===== config.mk =====
export PLATFORM = sky130hd
export DESIGN_NAME = cam_bus_sequencer
export DESIGN_NICKNAME = d
export VERILOG_FILES = /design/src/rtl/cbs_pkg.sv /design/src/rtl/cbs_cycle_decode.sv /design/src/rtl/cbs_reg_bank.sv /design/src/rtl/cbs_data_path.sv /design/src/rtl/cam_bus_sequencer.sv
export SDC_FILE = /design/constraint.sdc
export NUM_CORES = 1
export LEC_CHECK = 0
export BUFFER_PORTS_ARGS = -buffer_cell sky130_fd_sc_hd__buf_2
export CORE_ASPECT_RATIO = 1.2
export CORE_MARGIN = 1.5
export CORE_UTILIZATION = 45
export DETAILED_ROUTE_END_ITERATION = 10
export HOLD_SLACK_MARGIN = 0.08
export PLACE_DENSITY = 0.73
export SYNTH_ARGS = -nofsm -noshare
export SYNTH_HDL_FRONTEND = slang
export SYNTH_SLANG_ARGS = --single-unit

===== constraint.sdc =====
create_clock -name clk -period 2.25 [get_ports clk]
set_input_delay 0.225 -clock clk [delete_from_list [all_inputs] [get_ports clk]]
set_output_delay 0.225 -clock clk [all_outputs]
set_load 0.03 [all_outputs]

===== src/rtl/cbs_pkg.sv =====
package cbs_pkg;

  typedef enum logic [1:0] {
    CYC_CMD_WR = 2'd0,
    CYC_CMD_RD = 2'd1,
    CYC_DAT_WR = 2'd2,
    CYC_DAT_RD = 2'd3
  } cyc_kind_t;

  // w_n selects read (1) / write (0), cm_n selects data (1) / command (0)
  function automatic cyc_kind_t decode_kind(input logic w_n, input logic cm_n);
    cyc_kind_t k;
    case ({cm_n, w_n})
      2'b00:   k = CYC_CMD_WR;
      2'b01:   k = CYC_CMD_RD;
      2'b10:   k = CYC_DAT_WR;
      default: k = CYC_DAT_RD;
    endcase
    return k;
  endfunction

  // register readback word: upper half is live status or zero for the page register
  function automatic logic [31:0] regread_word(input logic [15:0] status_hi,
                                               input logic [15:0] value,
                                               input logic        is_page);
    logic [15:0] hi;
    hi = is_page ? 16'h0000 : status_hi;
    return {hi, value};
  endfunction

  // pick one 32-bit half of a 64-bit word
  function automatic logic [31:0] pick_half(input logic [63:0] word, input logic upper);
    return upper ? word[63:32] : word[31:0];
  endfunction

  // merge a 32-bit half into a 64-bit word
  function automatic logic [63:0] merge_half(input logic [63:0] word,
                                             input logic [31:0] half,
                                             input logic        upper);
    logic [63:0] r;
    r = word;
    if (upper) r[63:32] = half;
    else       r[31:0]  = half;
    return r;
  endfunction

endpackage


===== src/rtl/cbs_cycle_decode.sv =====
module cbs_cycle_decode
  import cbs_pkg::*;
#(
  parameter int BUS_W = 32
) (
  input  logic             cyc_en,
  input  logic             w_n,
  input  logic             cm_n,
  input  logic [BUS_W-1:0] bus_in,
  output logic             is_cmd_wr,
  output logic             is_cmd_rd,
  output logic             is_dat_wr,
  output logic             is_dat_rd,
  output logic             instr_reg,
  output logic             instr_f,
  output logic [BUS_W/2-1:0] instr_word,
  output logic [BUS_W/2-1:0] low_word
);
  localparam int HALF_W = BUS_W / 2;

  cyc_kind_t kind;

  always_comb begin
    kind      = decode_kind(w_n, cm_n);
    is_cmd_wr = cyc_en && (kind == CYC_CMD_WR);
    is_cmd_rd = cyc_en && (kind == CYC_CMD_RD);
    is_dat_wr = cyc_en && (kind == CYC_DAT_WR);
    is_dat_rd = cyc_en && (kind == CYC_DAT_RD);
  end

  assign instr_word = bus_in[BUS_W-1:HALF_W];
  assign low_word   = bus_in[HALF_W-1:0];
  assign instr_reg  = bus_in[BUS_W-1];
  assign instr_f    = bus_in[BUS_W-2];

  always_comb begin
    assert ($countones({is_cmd_wr, is_cmd_rd, is_dat_wr, is_dat_rd}) <= 1)
      else $error("p_one_kind_r1: more than one cycle kind decoded");
  end

endmodule


===== src/rtl/cbs_reg_bank.sv =====
module cbs_reg_bank #(
  parameter int NREG  = 8,
  parameter int REG_W = 16
) (
  input  logic                    clk,
  input  logic                    rst_n,
  input  logic                    we,
  input  logic [$clog2(NREG)-1:0] waddr,
  input  logic [REG_W-1:0]        wdata,
  input  logic [$clog2(NREG)-1:0] raddr,
  output logic [REG_W-1:0]        rdata
);
  localparam int IDX_W = $clog2(NREG);

  logic [REG_W-1:0] regs [NREG];

  for (genvar g = 0; g < NREG; g++) begin : g_reg
    always_ff @(posedge clk or negedge rst_n) begin
      if (!rst_n)                                regs[g] <= '0;
      else if (we && (waddr == IDX_W'(g)))       regs[g] <= wdata;
    end
  end

  assign rdata = regs[raddr];

endmodule


===== src/rtl/cbs_data_path.sv =====
module cbs_data_path
  import cbs_pkg::*;
#(
  parameter int BUS_W  = 32,
  parameter int ADDR_W = 16,
  parameter int TGT_W  = 2
) (
  input  logic               clk,
  input  logic               rst_n,
  input  logic               cmd_cycle,
  input  logic               dat_wr,
  input  logic               dat_rd,
  input  logic               tgt_load,
  input  logic [TGT_W-1:0]   tgt_val,
  input  logic               addr_load,
  input  logic [ADDR_W-1:0]  addr_val,
  input  logic [BUS_W-1:0]   wr_half,
  input  logic [2*BUS_W-1:0] mem_rdata,
  output logic [BUS_W-1:0]   rd_half,
  output logic [2*BUS_W-1:0] comparand,
  output logic [2*BUS_W-1:0] mask0,
  output logic [2*BUS_W-1:0] mask1,
  output logic [ADDR_W-1:0]  mem_addr,
  output logic               mem_we,
  output logic [2*BUS_W-1:0] mem_wdata
);
  localparam int DATA_W   = 2 * BUS_W;
  localparam int NMASK    = 2;
  localparam logic [TGT_W-1:0] TGT_MEM = TGT_W'(NMASK + 1);

  logic [TGT_W-1:0]  tgt_q;
  logic              half_q;
  logic [DATA_W-1:0] cmp_q;
  logic [DATA_W-1:0] mask_q [NMASK];
  logic [BUS_W-1:0]  stage_q;
  logic              mem_we_q;
  logic [DATA_W-1:0] wdata_q;
  logic [ADDR_W-1:0] addr_q;

  logic              to_mem;
  logic              hit_cmp;
  logic              mem_commit;
  logic [DATA_W-1:0] cur_word;

  assign to_mem     = (tgt_q == TGT_MEM);
  assign hit_cmp    = dat_wr && (tgt_q == '0);
  assign mem_commit = dat_wr && to_mem && half_q;

  always_ff @(posedge clk or negedge rst_n) begin
    if (!rst_n) begin
      tgt_q  <= '0;
      addr_q <= '0;
    end else begin
      if (tgt_load)  tgt_q  <= tgt_val;
      if (addr_load) addr_q <= addr_val;
    end
  end

  always_ff @(posedge clk or negedge rst_n) begin
    if (!rst_n)                 half_q <= 1'b0;
    else if (cmd_cycle)         half_q <= 1'b0;
    else if (dat_wr || dat_rd)  half_q <= !half_q;
  end

  always_ff @(posedge clk or negedge rst_n) begin
    if (!rst_n)       cmp_q <= '0;
    else if (hit_cmp) cmp_q <= merge_half(cmp_q, wr_half, half_q);
  end

  for (genvar m = 0; m < NMASK; m++) begin : g_mask
    logic hit_mask;
    assign hit_mask = dat_wr && (tgt_q == TGT_W'(m + 1));
    always_ff @(posedge clk or negedge rst_n) begin
      if (!rst_n)        mask_q[m] <= '0;
      else if (hit_mask) mask_q[m] <= merge_half(mask_q[m], wr_half, half_q);
    end
  end

  always_ff @(posedge clk or negedge rst_n) begin
    if (!rst_n) begin
      stage_q  <= '0;
      mem_we_q <= 1'b0;
      wdata_q  <= '0;
    end else begin
      mem_we_q <= mem_commit;
      if (dat_wr && to_mem && !half_q) stage_q <= wr_half;
      if (mem_commit)                  wdata_q <= {wr_half, stage_q};
    end
  end

  always_comb begin
    case (tgt_q)
      2'd0:    cur_word = cmp_q;
      2'd1:    cur_word = mask_q[0];
      2'd2:    cur_word = mask_q[1];
      default: cur_word = mem_rdata;
    endcase
    rd_half = pick_half(cur_word, half_q);
  end

  assign comparand = cmp_q;
  assign mask0     = mask_q[0];
  assign mask1     = mask_q[1];
  assign mem_addr  = addr_q;
  assign mem_we    = mem_we_q;
  assign mem_wdata = wdata_q;

  p_half_reset_r11: assert property (@(posedge clk) disable iff (!rst_n)
    cmd_cycle |=> !half_q);

  p_memwe_pulse_r9: assert property (@(posedge clk) disable iff (!rst_n)
    mem_we |=> !mem_we);

  p_memwe_low_half_r9: assert property (@(posedge clk) disable iff (!rst_n)
    mem_we |-> !half_q);

  p_data_hold_r13: assert property (@(posedge clk) disable iff (!rst_n)
    (!cmd_cycle && !dat_wr && !dat_rd && !tgt_load) |=> ($stable(cmp_q) && $stable(half_q)));

endmodule


===== src/rtl/cam_bus_sequencer.sv =====
module cam_bus_sequencer
  import cbs_pkg::*;
#(
  parameter int BUS_W    = 32,
  parameter int NREG     = 8,
  parameter int PAGE_IDX = 7,
  parameter int ADDR_W   = 16
) (
  input  logic               clk,
  input  logic               rst_n,
  input  logic               cyc_en,
  input  logic               w_n,
  input  logic               cm_n,
  input  logic [BUS_W-1:0]   bus_in,
  output logic [BUS_W-1:0]   bus_out,
  output logic               bus_oe,
  input  logic [BUS_W-1:0]   status_in,
  output logic [2*BUS_W-1:0] comparand,
  output logic [2*BUS_W-1:0] mask0,
  output logic [2*BUS_W-1:0] mask1,
  output logic [ADDR_W-1:0]  mem_addr,
  output logic               mem_we,
  output logic [2*BUS_W-1:0] mem_wdata,
  input  logic [2*BUS_W-1:0] mem_rdata
);
  localparam int HALF_W = BUS_W / 2;
  localparam int IDX_W  = $clog2(NREG);
  localparam int TGT_W  = 2;

  logic              is_cmd_wr, is_cmd_rd, is_dat_wr, is_dat_rd;
  logic              instr_reg, instr_f;
  logic [HALF_W-1:0] instr_word, low_word;

  cbs_cycle_decode #(.BUS_W(BUS_W)) u_dec (
    .cyc_en    (cyc_en),
    .w_n       (w_n),
    .cm_n      (cm_n),
    .bus_in    (bus_in),
    .is_cmd_wr (is_cmd_wr),
    .is_cmd_rd (is_cmd_rd),
    .is_dat_wr (is_dat_wr),
    .is_dat_rd (is_dat_rd),
    .instr_reg (instr_reg),
    .instr_f   (instr_f),
    .instr_word(instr_word),
    .low_word  (low_word)
  );

  logic             arm_q, wpend_q;
  logic [IDX_W-1:0] sel_idx_q;

  logic             decode_instr;
  logic             arm_set, wpend_set, reg_we, rd_reg_hit;
  logic             tgt_load, addr_load;
  logic [HALF_W-1:0] reg_rdata;
  logic [BUS_W-1:0] dp_rd_half;

  assign decode_instr = is_cmd_wr && !wpend_q;
  assign arm_set      = decode_instr && instr_reg && !instr_f;
  assign wpend_set    = decode_instr && instr_reg && instr_f;
  assign reg_we       = is_cmd_wr && wpend_q;
  assign rd_reg_hit   = is_cmd_rd && arm_q;
  assign tgt_load     = decode_instr && !instr_reg;
  assign addr_load    = tgt_load && instr_f;

  always_ff @(posedge clk or negedge rst_n) begin
    if (!rst_n) begin
      arm_q     <= 1'b0;
      wpend_q   <= 1'b0;
      sel_idx_q <= '0;
    end else if (cyc_en) begin
      arm_q   <= arm_set;
      wpend_q <= wpend_set;
      if (arm_set || wpend_set) sel_idx_q <= instr_word[IDX_W-1:0];
    end
  end

  cbs_reg_bank #(.NREG(NREG), .REG_W(HALF_W)) u_regs (
    .clk  (clk),
    .rst_n(rst_n),
    .we   (reg_we),
    .waddr(sel_idx_q),
    .wdata(low_word),
    .raddr(sel_idx_q),
    .rdata(reg_rdata)
  );

  cbs_data_path #(.BUS_W(BUS_W), .ADDR_W(ADDR_W), .TGT_W(TGT_W)) u_dp (
    .clk      (clk),
    .rst_n    (rst_n),
    .cmd_cycle(is_cmd_wr || is_cmd_rd),
    .dat_wr   (is_dat_wr),
    .dat_rd   (is_dat_rd),
    .tgt_load (tgt_load),
    .tgt_val  (instr_word[TGT_W-1:0]),
    .addr_load(addr_load),
    .addr_val (ADDR_W'(low_word)),
    .wr_half  (bus_in),
    .mem_rdata(mem_rdata),
    .rd_half  (dp_rd_half),
    .comparand(comparand),
    .mask0    (mask0),
    .mask1    (mask1),
    .mem_addr (mem_addr),
    .mem_we   (mem_we),
    .mem_wdata(mem_wdata)
  );

  always_comb begin
    bus_oe  = is_cmd_rd || is_dat_rd;
    bus_out = '0;
    if (rd_reg_hit)
      bus_out = regread_word(status_in[BUS_W-1:HALF_W], reg_rdata,
                             sel_idx_q == IDX_W'(PAGE_IDX));
    else if (is_cmd_rd)
      bus_out = status_in;
    else if (is_dat_rd)
      bus_out = dp_rd_half;
  end

  p_arm_one_shot_r5: assert property (@(posedge clk) disable iff (!rst_n)
    (cyc_en && arm_q && !arm_set) |=> !arm_q);

  p_page_hi_zero_r4: assert property (@(posedge clk) disable iff (!rst_n)
    (rd_reg_hit && (sel_idx_q == IDX_W'(PAGE_IDX))) |-> (bus_out[BUS_W-1:HALF_W] == '0));

  p_value_not_decoded_r6: assert property (@(posedge clk) disable iff (!rst_n)
    reg_we |-> (!arm_set && !wpend_set && !tgt_load));

  p_idle_hold_r13: assert property (@(posedge clk) disable iff (!rst_n)
    !cyc_en |=> ($stable(arm_q) && $stable(wpend_q) && $stable(sel_idx_q)));

  p_quiet_bus_r1: assert property (@(posedge clk) disable iff (!rst_n)
    !bus_oe |-> (bus_out == '0));

endmodule


Yosys cells after proc, flatten, opt, wreduce, memory -nomap -nowiden --
Index checks and enable logic that the tools add are counted.
Storage, ports and cells: input port bits 133, output and inout port bits 306, logic and storage cells 99, register bits after elaboration 441
Cells by class: bitwise gates (word level) 2, equality and inequality tests 15, $lt $le $gt $ge 1, muxes and demuxes 12, reduce and logical (&&, ||, !) cells 46
Operators by type and width (count):
- $pmux 64 s3 | 1
- $mux 32 | 4
- $bmux 16 s3 | 1
- $mux 16 | 3
- $logic_and 1x1->1 | 26
- $reduce_and 2->1 | 7
- $eq 3x3->1 const B | 4
- $eq 2x2->1 const B | 5
- $eq 2x1->1 const B | 3
- $eq 3x2->1 const B | 2
- $logic_not 2->1 | 3
- $pmux 2 s3 | 1
- $ge 4x4->1 const B | 1
- $logic_not 1->1 | 4
- $logic_or 1x1->1 | 4
- $not 3->4 | 1
- $eq 3x1->1 const B | 1
- $logic_not 3->1 | 1
- $mux 1 | 2
- $reduce_bool 2->1 | 1
- $not 1->1 | 1

Longest topological paths before layout --
depth in word-level cells 9, mapped depth 8, depth with buffers taken out 4

Hierarchy --
From an unflattened synthesis, not the netlist that was laid out.
Second synthesis, totals: cell total of the unflattened synthesis 1230, area total of the unflattened synthesis 20525.9 um^2
By module, submodules not included:
- cbs_data_path | cells an instance 776, area each 13455.4 um^2, instances 1, sequential area each 7707.4 um^2
- cbs_reg_bank | cells an instance 336, area each 5930.7 um^2, instances 1, sequential area each 3203.1 um^2
- cam_bus_sequencer | cells an instance 80, area each 847.1 um^2, instances 1, sequential area each 125.1 um^2
- cbs_cycle_decode | cells an instance 38, area each 292.8 um^2, instances 1, sequential area each 0.0 um^2

Worst setup path after synthesis --
OpenSTA, ideal clock, no wires.
path type register to output, start point reg u_dp.tgt_q[1], end point out bus_out[30], path buffers 2, arrival 2.028 ns, required time 2.025 ns, cell stages (with the launch flop) 7, slack -0.003 ns, cell sequence dfrtp_1 > buf_2 > buf_2 > or3b_2 > a21oi_1 > a221oi_1 > o21ai_0
Between the ends: cells in the longest elaborated chain, start to end 6, elaborated cells between the ends (all ways) 8, those cells by class eq/ne: 2; mux: 5; reduce/logical: 1
RTL lines:
- from (decl) | RTL line cbs_data_path.sv:31 | logic [TGT_W-1:0] tgt_q;
- from (signal assigned) | RTL line cbs_data_path.sv:54 | if (tgt_load) tgt_q <= tgt_val;
- $eq 2x2->1, or another cell as far along | RTL line cbs_data_path.sv:92 | case (tgt_q)
- $pmux 64 s3 * | RTL line cbs_data_path.sv:92
- $mux 32 * | RTL line cbs_pkg.sv:33 | return upper ? word[63:32] : word[31:0];
- $mux 32 * | RTL line cam_bus_sequencer.sv:117 | else if (is_dat_rd)
- $mux 32 * | RTL line cam_bus_sequencer.sv:115 | else if (is_cmd_rd)
- $mux 32 * | RTL line cam_bus_sequencer.sv:112 | if (rd_reg_hit)
- to (decl) | RTL line cam_bus_sequencer.sv:15 | output logic [BUS_W-1:0] bus_out,
Every way passes the cells marked *; elsewhere a longest branch is shown, timed or not.

Worst setup path in the final report --
start point reg u_dp.tgt_q[0], end point out bus_out[16]
Same word-level chain as after synthesis.

==> results.txt <==
Sorting the synthesized cells by area gives the leading types as sky130_fd_sc_hd__dfrtp_1, sky130_fd_sc_hd__mux2_2, sky130_fd_sc_hd__mux4_2. The post-layout worst setup margin came out at -0.5160 ns. Dividing the synthesized area by the synthesized cell count gives 14.14 sq um. The count of filler cells inserted in the layout came out at 3442. For the worst-skew pair, the clock arrives at the later sink with an insertion delay of 0.57 ns. The final reports fail on negative setup slack.

Clock-pin slew was measured on the worst setup and hold paths at 0.06 ns. The critical path is of the flip-flop to output pin type. The wire length of the first global-routing pass is 105900 um.

The aggregate routed wire length is 73540 um. After routing the design area is 26690 sq um. The number of hold violations in the final report is 0. The number of sinks handled by clock tree synthesis is 441. The tightest min-delay check is of the input pin to flip-flop type. The global routing usage summed across all routing layers came out at 31.46%. The effective utilization at floorplan came out at 45.88%.

The pin count of the biggest net entering global routing is 73. The worst-margin pin slew came out at 0.6045 ns. The clock skew after layout came out at 0.01974 ns.

In this run the core area contains 84 standard-cell rows. For this run, the leading register cell type out of synthesis is sky130_fd_sc_hd__dfrtp_1. The number of nets in the synthesized netlist came out at 1565. For the worst setup path, the data required time is 2.03 ns. The die area came out at 46290 sq um. The maximum fanout count along the critical path is 7. The data arrival time at the worst-slack endpoint came out at 2.54 ns. The cell count after placement is 2417. The synthesized area came out at 20250 sq um.

The minimum hold slack came out at 0.1105 ns. The flow ran to the end, but the final reports show violations. The number of DRC violations after detailed routing is 0.

The cell sitting at the root of the clock tree is a sky130_fd_sc_hd__clkbuf_16. sky130_fd_sc_hd__dfrtp_1 takes more of the synthesized area than any other cell. The post-route minimum period is 2.766 ns.

After synthesis, flip-flops and latches occupy 54.49% of the total area. The count of buffers added on input and output ports is 438. The final cycle utilization of the critical path is 122.9%. The max-slew violation count is 0. The number of synthesized flops with an enable pin came out at 0. The share of post-route cells with drive strength above 1 came out at 62.91%. The number of antenna violations at the first check in global routing came out at 9. The via count of the first global-routing pass is 15.91k. The fmax came out at 0.3615 GHz. The area growth from synthesis to layout is 31.80%. Synthesis instantiated 49 different standard cells from the library. The routed layout has 15.22k vias.

The starting DRC count in detailed routing came out at 904. After global routing the overflow that remains totals 0. The region available for standard cell placement spans 44140 sq um. The leakage power of the design is 13.01 nW. The average wire length per cell after detail routing came out at 28.83 um.

Dividing the detail-routed via count by the number of cells gives 5.967. The number of search-and-repair iterations in the first detailed-routing pass came out at 5. The total number of yosys warnings came out at 0. The maximum vdd ir drop came out at 544.3 uV. The kind of start point of the critical path is a flip-flop. The final cell count without fillers is 2551.

The final-layout setup total negative slack came out at -13.47 ns. The nature of the critical path endpoint is an output pin. Summing all placed instances gives a cell area of 23780 sq um. The half-perimeter wire length of the detailed placement result came out at 51890 um. The H-tree was split into 2 levels. The number of nets still failing antenna checks after routing is 0. Synthesis produced a netlist whose cell count is 1432. Sorting the synthesized cells by how often they occur yields sky130_fd_sc_hd__mux2_2, sky130_fd_sc_hd__dfrtp_1, sky130_fd_sc_hd__mux2i_1. The top cell type by area accounts for 54.49% of the synthesized area.

For this run, the post-layout net count is 2091. Synthesis inferred 441 register bits. Setup repair after global routing could not meet its margin everywhere.

The power density over the cells came out at 1168 nW/um^2. The maximum buffer depth of the clock tree came out at 3. In the post-synthesis netlist, the cell with the most instances is sky130_fd_sc_hd__mux2_2. Clock tree synthesis inserted a total of 45 buffers. The global placement routability congestion came out at 0.9056. The max-cap check violation count came out at 0. The CTS tree is yes. The y dimension of the die is 235.4 um. The total of endpoints with negative setup slack in the final report is 32. Of all flip-flops after synthesis, the portion carrying an async set or reset was 100.0%.

The overall die width came out at 196.7 um. The worst relative slew slack came out at 59.70%. The top-level I/O count came out at 439.
## cells in the final DEF, fill, tap and decap left out, drive strengths merged, types with 9 or more instances in the layout
master	count
buf	588
nor2b	29
o31ai	11
o21ai	40
mux2	455
a211oi	34
nand2b	9
clkbuf	72
a22o	18
nor2	23
dlygate4sd3	13
o211ai	9
a32o	11
a21oi	45
nand2	21
mux4	32
a22oi	19
mux2i	56
dfrtp	441
## path summary, 6_finish.rpt
| check | start | end | slack, ns | cells past startpoint |
|---|---|---|---|---|
| max reg2reg | u_dp.half_q | u_dp.mem_wdata[58] | 0.05 | 6 |
| max | u_dp.tgt_q[0] | bus_out[16] | -0.52 | 10 |
| min in group asynchronous | rst_n | u_dp.mem_addr[9] | 0.17 | 2 |
| max in group asynchronous | rst_n | u_dp.half_q | 1.19 | 4 |
| min reg2reg | u_dp.mem_addr[6] | u_dp.mem_addr[6] | 0.50 | 1 |
| min | bus_in[30] | arm_q | 0.11 | 2 |
## layer usage
metal | GRT usage, % | wire length [um] | vias to the layer above
met4 | 18.14 | 4996 | 12
met1 | 35.53 | 26180 | 7887
li1 | - | - | 6368
met3 | 8.510 | 6144 | 243
met5 | 0 | 82 | -
met2 | 53.46 | 36140 | 711
## state kept, by name, summed over array words and instances, names as in the netlist, 2 cells and up
register and flops:
u_dp.mask1 64, u_dp.mem_wdata 64, u_regs.regs 128, u_dp.stage_q 32, u_dp.mask0 64, u_dp.mem_addr 16
u_dp.comparand 64, sel_idx_q 3, u_dp.tgt_q 2
## per-stage QoR
stage	setup slack, ns	power, mW	util (%)
after global routing	-0.5378	32.30	60.46
after CTS	-0.5120	30.81	59.67
after floorplan	0.04223	18.02	-
final	-0.5160	31.17	60.47
after global placement	-0.07635	22.27	53.88
after detailed placement	-0.06746	22.52	53.88
## where the power goes
| group | internal [mW] | total (mW) | switching [mW] |
|---|---|---|---|
| combinational | 4.70 | 12.2 | 7.46 |
| sequential | 9.91 | 11.7 | 1.77 |
| clock | 4.24 | 7.33 | 3.09 |
## final cells by class
type	instances	area (sq um)	share of cell area (%)
clock buffers	72	1360	5.095
repair buffers	602	4337	16.25
well taps	559	699.4	2.620
diodes	2	5.005	0.01875
inverters	4	17.52	0.06563
flip-flops and latches	441	11050	41.38
clock inverters	7	70.07	0.2625
multi-input cells	864	9158	34.31
## cells by family (layout without fill, tap and decap cells)
| family | count (synthesis) | count (layout) | synth area share (%) |
|---|---|---|---|
| multiplexers | 543 | 543 | 31.63 |
| flip-flops | 441 | 441 | 54.49 |
| AO/OA/AOI/OAI | 213 | 213 | 7.222 |
| buffers and inverters | 127 | 685 | 3.361 |
| AND/OR/NAND/NOR | 108 | 108 | 3.299 |
| other | 0 | 2 | 0 |
## timing repair
item	in CTS	in global routing
pin swaps	64	61
cloned	7	0
endpoints found under the setup margin	32	32
hold buffers	13	0
gates resized for setup	149	76
buffers inserted	25	17
hold endpoints to repair	374	0
## critical path: stages (launching register included)
cell	delay (ns)
sky130_fd_sc_hd__dfrtp_4	0.46
sky130_fd_sc_hd__buf_12	0.15
sky130_fd_sc_hd__nor2_4	0.05
sky130_fd_sc_hd__buf_12	0.13
sky130_fd_sc_hd__buf_12	0.12
sky130_fd_sc_hd__buf_12	0.12
sky130_fd_sc_hd__buf_12	0.13
sky130_fd_sc_hd__a221oi_4	0.26
sky130_fd_sc_hd__o22ai_1	0.12
sky130_fd_sc_hd__a22o_1	0.27
sky130_fd_sc_hd__buf_6	0.16
No activity file was read; power rests on OpenSTA's default activity.
